## src/rtl/bcd_alu_pkg.sv

```systemverilog
package bcd_alu_pkg;

    localparam int DW   = 8;
    localparam int OPW  = 5;
    localparam int NIB  = 4;

    // status bit positions
    localparam int SB_N   = 7;
    localparam int SB_V   = 6;
    localparam int SB_ONE = 5;
    localparam int SB_BRK = 4;
    localparam int SB_DEC = 3;
    localparam int SB_IRQ = 2;
    localparam int SB_Z   = 1;
    localparam int SB_C   = 0;

    localparam logic [DW-1:0] STAT_RST = DW'(1) << SB_ONE;
    localparam logic [DW-1:0] LO_FIX   = 8'h06;
    localparam logic [DW-1:0] HI_FIX   = 8'h60;
    localparam logic [DW-1:0] BOTH_FIX = LO_FIX | HI_FIX;

    typedef enum logic [OPW-1:0] {
        OP_ADC  = 5'd0,
        OP_SBC  = 5'd1,
        OP_CMP  = 5'd2,
        OP_AND  = 5'd3,
        OP_OR   = 5'd4,
        OP_XOR  = 5'd5,
        OP_PASS = 5'd6,
        OP_INC  = 5'd7,
        OP_DEC  = 5'd8,
        OP_SHL  = 5'd9,
        OP_SHR  = 5'd10,
        OP_ROTL = 5'd11,
        OP_ROTR = 5'd12,
        OP_BITM = 5'd13,
        OP_BITI = 5'd14,
        OP_TSET = 5'd15,
        OP_TCLR = 5'd16
    } op_e;

    // per-flag write enables and values
    typedef struct packed {
        logic wn, wv, wz, wc;
        logic n, v, z, c;
    } flag_upd_t;

    typedef struct packed {
        logic [DW-1:0] res;
        flag_upd_t     fl;
    } alu_out_t;

    function automatic logic is_zero(input logic [DW-1:0] x);
        return x == '0;
    endfunction

    function automatic flag_upd_t nz_only(input logic [DW-1:0] x);
        flag_upd_t f;
        f    = '0;
        f.wn = 1'b1;
        f.wz = 1'b1;
        f.n  = x[DW-1];
        f.z  = is_zero(x);
        return f;
    endfunction

endpackage

```

## src/rtl/bcd_alu_addsub.sv

```systemverilog
module bcd_alu_addsub
    import bcd_alu_pkg::*;
(
    input  logic [DW-1:0] a_i,
    input  logic [DW-1:0] b_i,
    input  logic          cin_i,
    input  logic          sub_i,
    input  logic          dec_i,
    output logic [DW-1:0] sum_o,
    output logic [DW-1:0] bin_o,
    output logic          cout_o,
    output logic          ovf_o
);

    logic [DW-1:0]  bx;
    logic [DW:0]    s_bin;
    logic [NIB:0]   lo_bin;
    logic           lo_c1;
    logic [NIB:0]   lo_adj;
    logic [DW:0]    s_adj;
    logic           lo_carry;
    logic           hi_carry;
    logic [DW-1:0]  add_fix;
    logic [DW-1:0]  sub_fix;

    always_comb begin
        bx     = sub_i ? ~b_i : b_i;
        s_bin  = {1'b0, a_i} + {1'b0, bx} + {{DW{1'b0}}, cin_i};
        lo_bin = {1'b0, a_i[NIB-1:0]} + {1'b0, bx[NIB-1:0]} + {{NIB{1'b0}}, cin_i};
        lo_c1  = lo_bin[NIB];
        ovf_o  = (a_i[DW-1] == bx[DW-1]) && (s_bin[DW-1] != a_i[DW-1]);

        // decimal add: bias both digits by six, then remove the bias from
        // any digit that produced no carry in either step
        lo_adj   = {1'b0, s_bin[NIB-1:0]} + {1'b0, LO_FIX[NIB-1:0]};
        s_adj    = {1'b0, s_bin[DW-1:0]} + {1'b0, BOTH_FIX};
        lo_carry = lo_c1 | lo_adj[NIB];
        hi_carry = s_bin[DW] | s_adj[DW];
        add_fix  = (lo_carry ? '0 : LO_FIX) | (hi_carry ? '0 : HI_FIX);

        // decimal subtract: remove six from each digit that borrowed
        sub_fix  = (lo_c1 ? '0 : LO_FIX) | (s_bin[DW] ? '0 : HI_FIX);

        bin_o = s_bin[DW-1:0];
        if (!dec_i) begin
            sum_o  = s_bin[DW-1:0];
            cout_o = s_bin[DW];
        end else if (sub_i) begin
            sum_o  = s_bin[DW-1:0] - sub_fix;
            cout_o = s_bin[DW];
        end else begin
            sum_o  = s_adj[DW-1:0] - add_fix;
            cout_o = hi_carry;
        end
    end

endmodule

```

## src/rtl/bcd_alu_misc.sv

```systemverilog
module bcd_alu_misc
    import bcd_alu_pkg::*;
(
    input  logic [OPW-1:0] op_i,
    input  logic [DW-1:0]  a_i,
    input  logic [DW-1:0]  b_i,
    input  logic           cin_i,
    output alu_out_t       out_o
);

    logic [DW-1:0] masked;

    always_comb begin
        masked    = a_i & b_i;
        out_o     = '0;
        out_o.res = a_i;
        case (op_i)
            OP_AND:  begin out_o.res = a_i & b_i; out_o.fl = nz_only(out_o.res); end
            OP_OR:   begin out_o.res = a_i | b_i; out_o.fl = nz_only(out_o.res); end
            OP_XOR:  begin out_o.res = a_i ^ b_i; out_o.fl = nz_only(out_o.res); end
            OP_PASS: begin out_o.res = b_i;       out_o.fl = nz_only(out_o.res); end
            OP_INC:  begin out_o.res = b_i + 1'b1; out_o.fl = nz_only(out_o.res); end
            OP_DEC:  begin out_o.res = b_i - 1'b1; out_o.fl = nz_only(out_o.res); end
            OP_SHL, OP_ROTL: begin
                out_o.res   = {b_i[DW-2:0], (op_i == OP_ROTL) ? cin_i : 1'b0};
                out_o.fl    = nz_only(out_o.res);
                out_o.fl.wc = 1'b1;
                out_o.fl.c  = b_i[DW-1];
            end
            OP_SHR, OP_ROTR: begin
                out_o.res   = {(op_i == OP_ROTR) ? cin_i : 1'b0, b_i[DW-1:1]};
                out_o.fl    = nz_only(out_o.res);
                out_o.fl.wc = 1'b1;
                out_o.fl.c  = b_i[0];
            end
            OP_BITM: begin
                out_o.fl.wn = 1'b1;
                out_o.fl.wv = 1'b1;
                out_o.fl.wz = 1'b1;
                out_o.fl.n  = b_i[DW-1];
                out_o.fl.v  = b_i[DW-2];
                out_o.fl.z  = is_zero(masked);
            end
            OP_BITI: begin
                out_o.fl.wz = 1'b1;
                out_o.fl.z  = is_zero(masked);
            end
            OP_TSET: begin
                out_o.res   = b_i | a_i;
                out_o.fl.wz = 1'b1;
                out_o.fl.z  = is_zero(masked);
            end
            OP_TCLR: begin
                out_o.res   = b_i & ~a_i;
                out_o.fl.wz = 1'b1;
                out_o.fl.z  = is_zero(masked);
            end
            default: ;
        endcase
    end

endmodule

```

## src/rtl/bcd_alu.sv

```systemverilog
module bcd_alu
    import bcd_alu_pkg::*;
(
    input  logic           clk,
    input  logic           rst,
    input  logic [OPW-1:0] op_i,
    input  logic [DW-1:0]  reg_i,
    input  logic [DW-1:0]  opnd_i,
    input  logic [DW-1:0]  stat_i,
    output logic [DW-1:0]  res_o,
    output logic [DW-1:0]  stat_o
);

    logic          is_add, is_sub, is_cmp;
    logic          as_cin, as_dec;
    logic [DW-1:0] as_sum, as_bin;
    logic          as_cout, as_ovf;
    alu_out_t      misc_out;
    alu_out_t      sel;
    logic [DW-1:0] stat_nx;
    logic [DW-1:0] res_q, stat_q;

    assign is_add = (op_i == OP_ADC);
    assign is_sub = (op_i == OP_SBC);
    assign is_cmp = (op_i == OP_CMP);
    assign as_cin = is_cmp ? 1'b1 : stat_i[SB_C];
    assign as_dec = stat_i[SB_DEC] & ~is_cmp;

    bcd_alu_addsub u_addsub (
        .a_i    (reg_i),
        .b_i    (opnd_i),
        .cin_i  (as_cin),
        .sub_i  (is_sub | is_cmp),
        .dec_i  (as_dec),
        .sum_o  (as_sum),
        .bin_o  (as_bin),
        .cout_o (as_cout),
        .ovf_o  (as_ovf)
    );

    bcd_alu_misc u_misc (
        .op_i  (op_i),
        .a_i   (reg_i),
        .b_i   (opnd_i),
        .cin_i (stat_i[SB_C]),
        .out_o (misc_out)
    );

    always_comb begin
        sel = misc_out;
        if (is_add || is_sub) begin
            sel.res   = as_sum;
            sel.fl    = nz_only(as_sum);
            sel.fl.wv = 1'b1;
            sel.fl.v  = as_ovf;
            sel.fl.wc = 1'b1;
            sel.fl.c  = as_cout;
        end else if (is_cmp) begin
            sel.res   = reg_i;
            sel.fl    = nz_only(as_bin);
            sel.fl.wc = 1'b1;
            sel.fl.c  = as_cout;
        end
    end

    // merge updated flags into the status byte
    always_comb begin
        stat_nx         = stat_i;
        stat_nx[SB_ONE] = 1'b1;
        if (sel.fl.wn) stat_nx[SB_N] = sel.fl.n;
        if (sel.fl.wv) stat_nx[SB_V] = sel.fl.v;
        if (sel.fl.wz) stat_nx[SB_Z] = sel.fl.z;
        if (sel.fl.wc) stat_nx[SB_C] = sel.fl.c;
    end

    always_ff @(posedge clk) begin
        if (rst) begin
            res_q  <= '0;
            stat_q <= STAT_RST;
        end else begin
            res_q  <= sel.res;
            stat_q <= stat_nx;
        end
    end

    assign res_o  = res_q;
    assign stat_o = stat_q;

endmodule

```

## config.mk

```make
export PLATFORM = sky130hd
export DESIGN_NAME = bcd_alu
export DESIGN_NICKNAME = d
export VERILOG_FILES = /design/src/rtl/bcd_alu_pkg.sv /design/src/rtl/bcd_alu_addsub.sv /design/src/rtl/bcd_alu_misc.sv /design/src/rtl/bcd_alu.sv
export SDC_FILE = /design/constraint.sdc
export NUM_CORES = 1
export LEC_CHECK = 0
export ABC_CLOCK_PERIOD_IN_PS = 7600
export BUFFER_PORTS_ARGS = -buffer_cell sky130_fd_sc_hd__clkbuf_2
export CORE_MARGIN = 1.5
export CORE_UTILIZATION = 60
export DETAILED_ROUTE_END_ITERATION = 10
export PLACE_DENSITY_LB_ADDON = 0.3
export RECOVER_POWER = 25
export REMOVE_ABC_BUFFERS = 1
export SYNTH_ARGS = -nofsm -noshare
export SYNTH_HDL_FRONTEND = slang
export SYNTH_SLANG_ARGS = --single-unit
```

## constraint.sdc

```tcl
create_clock -name clk -period 7.6 [get_ports clk]
set_clock_uncertainty 0.2 [all_clocks]
set_input_delay 1.14 -clock clk [delete_from_list [all_inputs] [get_ports clk]]
set_output_delay 1.14 -clock clk [all_outputs]
set_load 0.02 [all_outputs]
```

# Word-level counts from Yosys, hierarchy flattened

Cells that the tools add are included.

Bits in registers: 16
Bits of input ports: 31
Logic and storage cells: 89

$add $sub $neg: 10
Equality and inequality tests: 18
Multiplexer cells: 25
Bitwise logic cells: 13
Reduce and logical (&&, ||, !) cells: 20

Operators with widths:

| operator              | number |
|---|---|
| $logic_not A8 Y1      | 10 |
| $pmux W8 S9           | 1 |
| $eq A5 B4 Y1 const B  | 8 |
| $mux W16              | 2 |
| $mux W8               | 3 |
| $or A8 B8 Y8          | 3 |
| $eq A5 B3 Y1 const B  | 4 |
| $pmux W2 S9           | 1 |
| $and A8 B8 Y8         | 2 |
| $not A8 Y8            | 2 |
| $sub A8 B8 Y8         | 2 |
| $mux W7               | 2 |
| $reduce_or A14 Y1     | 1 |
| $mux W1               | 11 |
| $eq A5 B2 Y1 const B  | 2 |
| $reduce_or A10 Y1     | 1 |
| $add A8 B7 Y9 const B | 1 |
| $add A8 B8 Y9         | 1 |
| $add A9 B1 Y9         | 1 |
| $add A8 B1 Y8 const B | 1 |
| $pmux W1 S8           | 1 |
| $sub A8 B1 Y8 const B | 1 |
| $xor A8 B8 Y8         | 1 |
| $mux W3               | 2 |
| 18 further kinds      | 22 |

# Longest topological paths before layout

Gate-level depths: netlist of run 1.

Depth in word-level cells: 15
Gate-level depth with buffers: 22

# Hierarchy

A second synthesis of run 1 with hierarchy kept.

Cell total of the unflattened synthesis: 481
Area total of the unflattened synthesis: 3669.8 um2

By module, submodules not included:

| module         | times used | cells each | area an instance (um2) | seq. area each (um2) |
|---|---|---|---|---|
| bcd_alu_misc   | 1          | 237        | 1677.9                 | 0.0 |
| bcd_alu_addsub | 1          | 165        | 1252.5                 | 0.0 |
| bcd_alu        | 1          | 79         | 739.5                  | 300.3 |

# Worst setup path before layout of run 1

Ideal clock, no wire load.

Path kind: input to register
Start point: input op_i[2]
End point: register stat_q[1] (netlist: stat_o[1])
Setup time: 0.096 ns
Data arrival time: 5.649 ns
Data required time: 7.304 ns
Setup slack: 1.656 ns
Cell stages on the path: 22
Buffers on the path: 2
Cells stage by stage: buf_6 -> or3_1 -> clkbuf_1 -> nor2_1 -> xnor2_1 -> fa_1 -> inv_1 -> fa_1 -> xnor2_1 -> inv_1 -> nor2_2 -> o21ai_0 -> inv_1 -> ha_1 -> inv_1 -> fa_1 -> nor2_1 -> a32o_1 -> o21ai_2 -> xnor2_1 -> a31o_1 -> o41ai_2

Cells in the longest elaborated chain, start to end: 15
Elaborated cells on any way between the ends: 56
Classes of those cells: add/sub: 8; eq/ne: 16; mux: 15; bitwise: 7; reduce/logical: 10

RTL lines:

| item                                                  | line                                       | text |
|---|---|---|
| start: declaration                                    | bcd_alu.sv:6                               | `input logic [OPW-1:0] op_i,` |
| $eq A5 B1 Y1 / $eq A5 B2 Y1 (equally long branches)   | bcd_alu.sv:24, bcd_alu.sv:25               |  |
| $or A1 B1 Y1                                          | bcd_alu.sv:33                              | `.sub_i (is_sub \| is_cmp),` |
| $mux W8                                               | bcd_alu_addsub.sv:27                       | `bx = sub_i ? ~b_i : b_i;` |
| $add A8 B8 Y9                                         | bcd_alu_addsub.sv:28                       | `s_bin = {1'b0, a_i} + {1'b0, bx} + {{DW{1'b0}}, cin_i};` |
| $add A9 B1 Y9                                         | bcd_alu_addsub.sv:28                       |  |
| $add A8 B7 Y9 / $add A4 B3 Y5 (equally long branches) | bcd_alu_addsub.sv:36, bcd_alu_addsub.sv:35 |  |
| $or A1 B1 Y1 (on tied branches)                       | bcd_alu_addsub.sv:38, bcd_alu_addsub.sv:37 |  |
| $mux W7 / $mux W3 (equally long branches)             | bcd_alu_addsub.sv:39                       | `add_fix = (lo_carry ? '0 : LO_FIX) \| (hi_carry ? '0 : HI_FIX);` |
| $or A8 B8 Y8                                          | bcd_alu_addsub.sv:39                       |  |
| $sub A8 B8 Y8                                         | bcd_alu_addsub.sv:52                       | `sum_o = s_adj[DW-1:0] - add_fix;` |
| $mux W8                                               | bcd_alu_addsub.sv:48                       | `end else if (sub_i) begin` |
| $mux W8                                               | bcd_alu_addsub.sv:45                       | `if (!dec_i) begin` |
| $logic_not A8 Y1                                      | bcd_alu_pkg.sv:54                          | `return x == '0;` |
| $mux W16 (*)                                          | bcd_alu.sv:51                              | `if (is_add \|\| is_sub) begin` |
| $mux W1 (*)                                           | bcd_alu.sv:72                              | `if (sel.fl.wz) stat_nx[SB_Z] = sel.fl.z;` |
| end signal: assignment                                | bcd_alu.sv:82                              | `stat_q <= stat_nx;` |
| end: declaration                                      | bcd_alu.sv:21                              | `logic [DW-1:0] res_q, stat_q;` |

Every way passes the cells marked *; elsewhere a longest branch is shown, timed or not.
A chain may end at the register's enable or synchronous reset.

# Worst setup path after layout of run 1

Same ends and word-level chain as after synthesis.

==> run_results.csv, run 1 <==
group,metric,value,unit
run_status,status,"finished, final reports clean",
synthesis,synth_area_per_cell,7.284,µm²
drt,route.met2.wl,4747,µm
die,initial_utilization,0.6271,
critical_path,slowest_delay,430,ps
pwr,power.density,159.7,mW/mm²
synthesis,synth-warning-count,0,
drt,route.met3.wl,1166,µm
critical_path,path_class,"input pin to register",
drt,ant_nets,0,
grt,grt_pass1_vias,3475,
pwr,finalPower,0.5958,mW
sta,rsz0062_at_grt,"false",
drt,first_pass_iters,6,
finish,antenna-diode-count,0,
die,rows,27,
clocking,cts_sinks,15,
sta,setup_viol,0,
clocking,clockBufferDepth,2,
clocking,clockRootBuffer,"clkbuf_8",
placed_design,gp_congestion,0.9952,
critical_path,crit_slowest_cell,"or3_1",
sta,worst_pin_slew,983.9,ps
drt,top_layer,"met4",
sta,fin_crit,6115,ps
clocking,hold_buffers,0,
synthesis,yosysUniqueCellTypes,71,
die,dieArea,0.006257,mm²
drt,via_per_inst,6.766,
placed_design,io_buffers,44,
finish,instances_no_fill,572,
sta,slew_headroom,0.3441,
synthesis,synth_top_cell_by_area,"ha_1",
synthesis,yosys_register_bits,15,
sta,hold_viol_final,0,
sta,final_max_slew_viol_count,0,
sta,fmax,163.5,MHz
clocking,post-cts-setup-buffers,0,
synthesis,synth_cells,477,
drt,route.detailed.drc,0,
die,die_w,79.10,µm
job,drv_cap,0,
worst_hold_path,hp-class,"input pin to register",
critical_path,worstPathArrival,6060,ps
synthesis,synthTopCellsByCount,"46 x ha_1, 42 x nor2_1, 33 x a21oi_1, 32 x nand2_1, 29 x inv_1",
synthesis,synth.most_common_cell,"ha_1",
finish,areaGrowthSynthToFinish,7.382,%
critical_path,crit_chain,"clkbuf_2 > or3_1 > nor2_1 > buf_4 > xnor2_1 > fa_1 > inv_1 > fa_1 > xnor2_1 > inv_1 > nor2_2 > o21ai_0 > inv_1 > ha_1 > inv_1 > fa_1 > nor2_1 > a32o_1 > o21ai_2 > xnor2_1 > a31o_1 > o41ai_2",
drt,met1_length,4414,µm
synthesis,synth_edf_count,0,
critical_path,path_max_fanout,18,
grt,grt_pass1_wl,17030,µm
finish,layout.nets,582,
finish,drive_gt1_frac,0.1260,
synthesis,synthTopCellsByArea,"ha_1 17%, dfxtp_1 8.6%, xnor2_1 6.3%",
pwr,p_leak,1.603,nW
finish,fill_cells,506,
synthesis,netlist_area,0.003475,mm²
clocking,htreeDepth,1,
clocking,clk_pin_slew,60,ps
grt,grt_max_degree,25,
die,fp.coreArea,0.005540,mm²
drt,vias,3870,
synthesis,synthFlopType,"dfxtp_1",
finish,finish.utilization,0.6734,
placed_design,placed_cells,568,
grt,grt_use_total,0.3376,
die,die_h,79.10,µm
placed_design,pre_cts_slack,1387,ps
clocking,cts_tree,"built",
sta,finalCritPeriodShare,0.8046,
grt,grt_antenna_before_repair,0,
clocking,cts_buffers,3,
pwr,irDropWorstVdd,0.0001333,V
drt,detail_route.wl_per_cell,18.49,µm
sta,worst_slack,1485,ps
grt,grt_overflow,0,
critical_path,crit_top_cell,"inv_1",
sta,finalSetupTns,0,ps
die,ios,47,
sta,hold_ws,901.8,ps
drt,routed_wl,10580,µm
finish,final_design_area_no_fill,0.003731,mm²
synthesis,ys_seq_area_frac,0.08642,
critical_path,crit_required,7550,ps
drt,drtIter0Drc,603,
placed_design,place_area,0.003691,mm²
clocking,post_cts_resized,0,
placed_design,hpwl,8163,µm
critical_path,critical_path.startpoint_type,"input pin",
synthesis,synthArstFlopShare,0,
critical_path,endpoint_kind,"register",
synthesis,yosys.area.top_type_share,0.1656,
cells by family (layout without fill, tap and decap cells):
kind of cell	after synthesis	count (layout)	share of synthesized area
adders and majority gates	50	50	0.1887
DFF	15	15	0.08642
buffers and inverters	59	82	0.06733
xor gates and xnor gates	29	29	0.07706
AOI/OAI and AO/OA	148	148	0.3133
and+or+nand+nor	169	169	0.2481
other	1	1	0.001079
muxes	6	6	0.01801
cells in the final DEF (no fill, tap or decap), types with 6 or more instances in the layout:
cell,count
ha_1,46
nor2_1,42
clkbuf_2,39
a21oi_1,33
nand2_1,32
inv_1,29
xnor2_1,25
o21ai_0,19
nand3_1,18
dfxtp_1,15
a221oi_1,13
a22oi_1,13
nor3_1,11
nand4_1,11
and3_1,8
nor4_1,8
nand2b_1,7
o211ai_1,7
a211oi_1,7
nor2b_1,6
critical path, delay by kind of cell:
kind / cells / cell delay (ps)
compound gates: 5 / 1200
buf+inv: 6 / 820
fa+ha+maj: 4 / 1250
xor+xnor: 3 / 710
simple gates: 4 / 930
path summary, 6_finish.rpt:
check	from	endpoint	cells after the start
max	op_i[2]	stat_o[1]$_SDFF_PP0_	22
min	stat_i[4]	stat_o[4]$_SDFF_PP0_	2
power breakdown:
group	internal, mW	total (mW)	switching (mW)
Combinational	0.180	0.444	0.264
Sequential	0.0857	0.0872	0.00157
Clock	0.0364	0.0645	0.0281
sequential cells by signal (all words and copies together) (netlist names):
signal and flops:
stat_o 7, res_o 8
final cells by class:
type,instances,area (µm²),share of cell area
multi-input cells,403,2940,0.7881
flip-flops and latches,15,300.3,0.08048
repair buffers,47,236.5,0.06338
inverters,31,117.6,0.03152
well taps,72,90.09,0.02414
clock buffers,3,41.29,0.01107
clock inverters,1,5.005,0.001341
routing by layer:
metal | global-route usage | up-vias
met5 | 0 | -
met4 | 0.1053 | 0
met3 | 0.04943 | 32
met2 | 0.5427 | 260
met1 | 0.4628 | 1746
li1 | - | 1832
Note: power is estimated with default switching activity, not from simulation.
==> run 2: changes to the inputs <==
--- a/config.mk
+++ b/config.mk
@@ -5,10 +5,10 @@
 export SDC_FILE = /design/constraint.sdc
 export NUM_CORES = 1
 export LEC_CHECK = 0
-export ABC_CLOCK_PERIOD_IN_PS = 7600
+export ABC_CLOCK_PERIOD_IN_PS = 5130
 export BUFFER_PORTS_ARGS = -buffer_cell sky130_fd_sc_hd__clkbuf_2
 export CORE_MARGIN = 1.5
-export CORE_UTILIZATION = 60
+export CORE_UTILIZATION = 54
 export DETAILED_ROUTE_END_ITERATION = 10
 export PLACE_DENSITY_LB_ADDON = 0.3
 export RECOVER_POWER = 25
==> constraint.sdc (replaced) <==
create_clock -name clk -period 5.13 [get_ports clk]
set_clock_uncertainty 0.2 [all_clocks]
set_input_delay 0.7695 -clock clk [delete_from_list [all_inputs] [get_ports clk]]
set_output_delay 0.7695 -clock clk [all_outputs]
set_load 0.02 [all_outputs]
==> run_results.csv, run 2 (synthesized netlist as in run 1, its figures left out) <==
group,metric,value,unit
run_status,status,"finished, final reports clean",
clocking,clockRootBuffer,"clkbuf_8",
grt,grt_pass1_vias,3880,
grt,grt_max_degree,23,
sta,setup_viol,0,
placed_design,gp_congestion,0.9334,
die,dieArea,0.006925,mm²
clocking,cts_tree,"built",
finish,finish.utilization,0.6914,
clocking,clk_pin_slew,60,ps
die,initial_utilization,0.5535,
sta,finalCritPeriodShare,0.9718,
critical_path,worstPathArrival,4930,ps
pwr,finalPower,1.080,mW
die,rows,29,
placed_design,placed_cells,639,
critical_path,critical_path.startpoint_type,"input pin",
finish,antenna-diode-count,0,
critical_path,path_max_fanout,3,
grt,grt_antenna_before_repair,0,
placed_design,place_area,0.004199,mm²
critical_path,crit_required,5070,ps
sta,worst_pin_slew,1032,ps
drt,routed_wl,11650,µm
finish,largest_reg_flops,8,
critical_path,endpoint_kind,"register",
grt,grt_pass1_wl,18530,µm
finish,final_cell_mix,"69 x buf_4, 45 x ha_1, 40 x nor2_1, 39 x clkbuf_2, 32 x nand2_1",
placed_design,pre_cts_slack,-302.7,ps
finish,fill_cells,538,
sta,fin_crit,4985,ps
pwr,p_leak,1.938,nW
drt,drtIter0Drc,554,
sta,hold_ws,544.3,ps
critical_path,startpoint,"op_i[4]",
critical_path,path_class,"input pin to register",
drt,detail_route.wl_per_cell,18.12,µm
clocking,cts_buffers,3,
placed_design,io_buffers,44,
finish,areaGrowthSynthToFinish,24.92,%
finish,drive_gt1_frac,0.2703,
drt,vias,4223,
drt,first_pass_iters,6,
finish,instances_no_fill,643,
drt,via_per_inst,6.568,
sta,final_max_slew_viol_count,0,
pwr,irDropWorstVdd,0.0002560,V
die,ios,47,
worst_hold_path,whs_path_depth,2,
clocking,clockBufferDepth,2,
placed_design,hpwl,9082,µm
sta,finalSetupTns,0,ps
pwr,power.density,248.7,mW/mm²
sta,hold_viol_final,0,
finish,regArea,300.3,µm²
die,die_w,83.22,µm
finish,final_common_cell,"buf_4",
drt,ant_nets,0,
grt,grt_use_total,0.3216,
grt,grt_overflow,0,
finish,multi_input_area,0.003048,mm²
worst_hold_path,hp-class,"input pin to register",
job,drv_cap,0,
finish,layout.nets,648,
sta,fmax,200.6,MHz
worst_hold_path,hp-start,"stat_i[4]",
sta,slew_headroom,0.3119,
finish,final_design_area_no_fill,0.004340,mm²
clocking,htreeDepth,1,
die,die_h,83.22,µm
clocking,cts_sinks,15,
sta,worst_slack,144.8,ps
die,fp.coreArea,0.006277,mm²
drt,route.detailed.drc,0,
[run 2: area by class of cell]
cell class              instances  share of cell area
well taps                      77             0.02220
inverters                      31             0.02710
flip-flops and latches         15             0.06918
clock buffers                   3            0.009513
clock inverters                 1            0.001153
multi-input cells             403              0.7022
repair buffers                113              0.1686
[run 2: routing by layer]
metal | part of all wire | GRT usage
met4 | 0.040 | 0.1394
met3 | 0.10 | 0.03877
met2 | 0.44 | 0.5092
met5 | 0 | 0
met1 | 0.41 | 0.4388
[run 2: worst paths after layout]
path,slack [ps],end
setup / recovery,140,stat_o[1]$_SDFF_PP0_
hold / removal,540,stat_o[4]$_SDFF_PP0_
[run 2: worst max-delay path, stage by stage]
cell	delay, ps
clkbuf_2	90
buf_4	130
or3_4	380
or2_4	250
and2_1	170
fa_2	400
inv_2	80
fa_2	440
buf_4	160
inv_1	60
ha_1	240
inv_2	90
ha_1	250
a211oi_2	220
mux2_2	180
nand3_1	70
a31oi_1	250
xnor2_1	170
nand3_1	140
o41ai_2	370
[run 2: report_power, final]
part	switching [mW]	internal (mW)
Sequential	0.00236	0.127
Clock	0.0370	0.0536
Combinational	0.454	0.406
[run 2: repair_timing]
action / CTS / global route
endpoints found under the setup margin: 4 / 7
setup buffers: 0 / 0
resized for setup: 2 / 27
pin swaps: 1 / 12
hold buffers: 0 / 0
endpoints found under the hold margin: 0 / 0
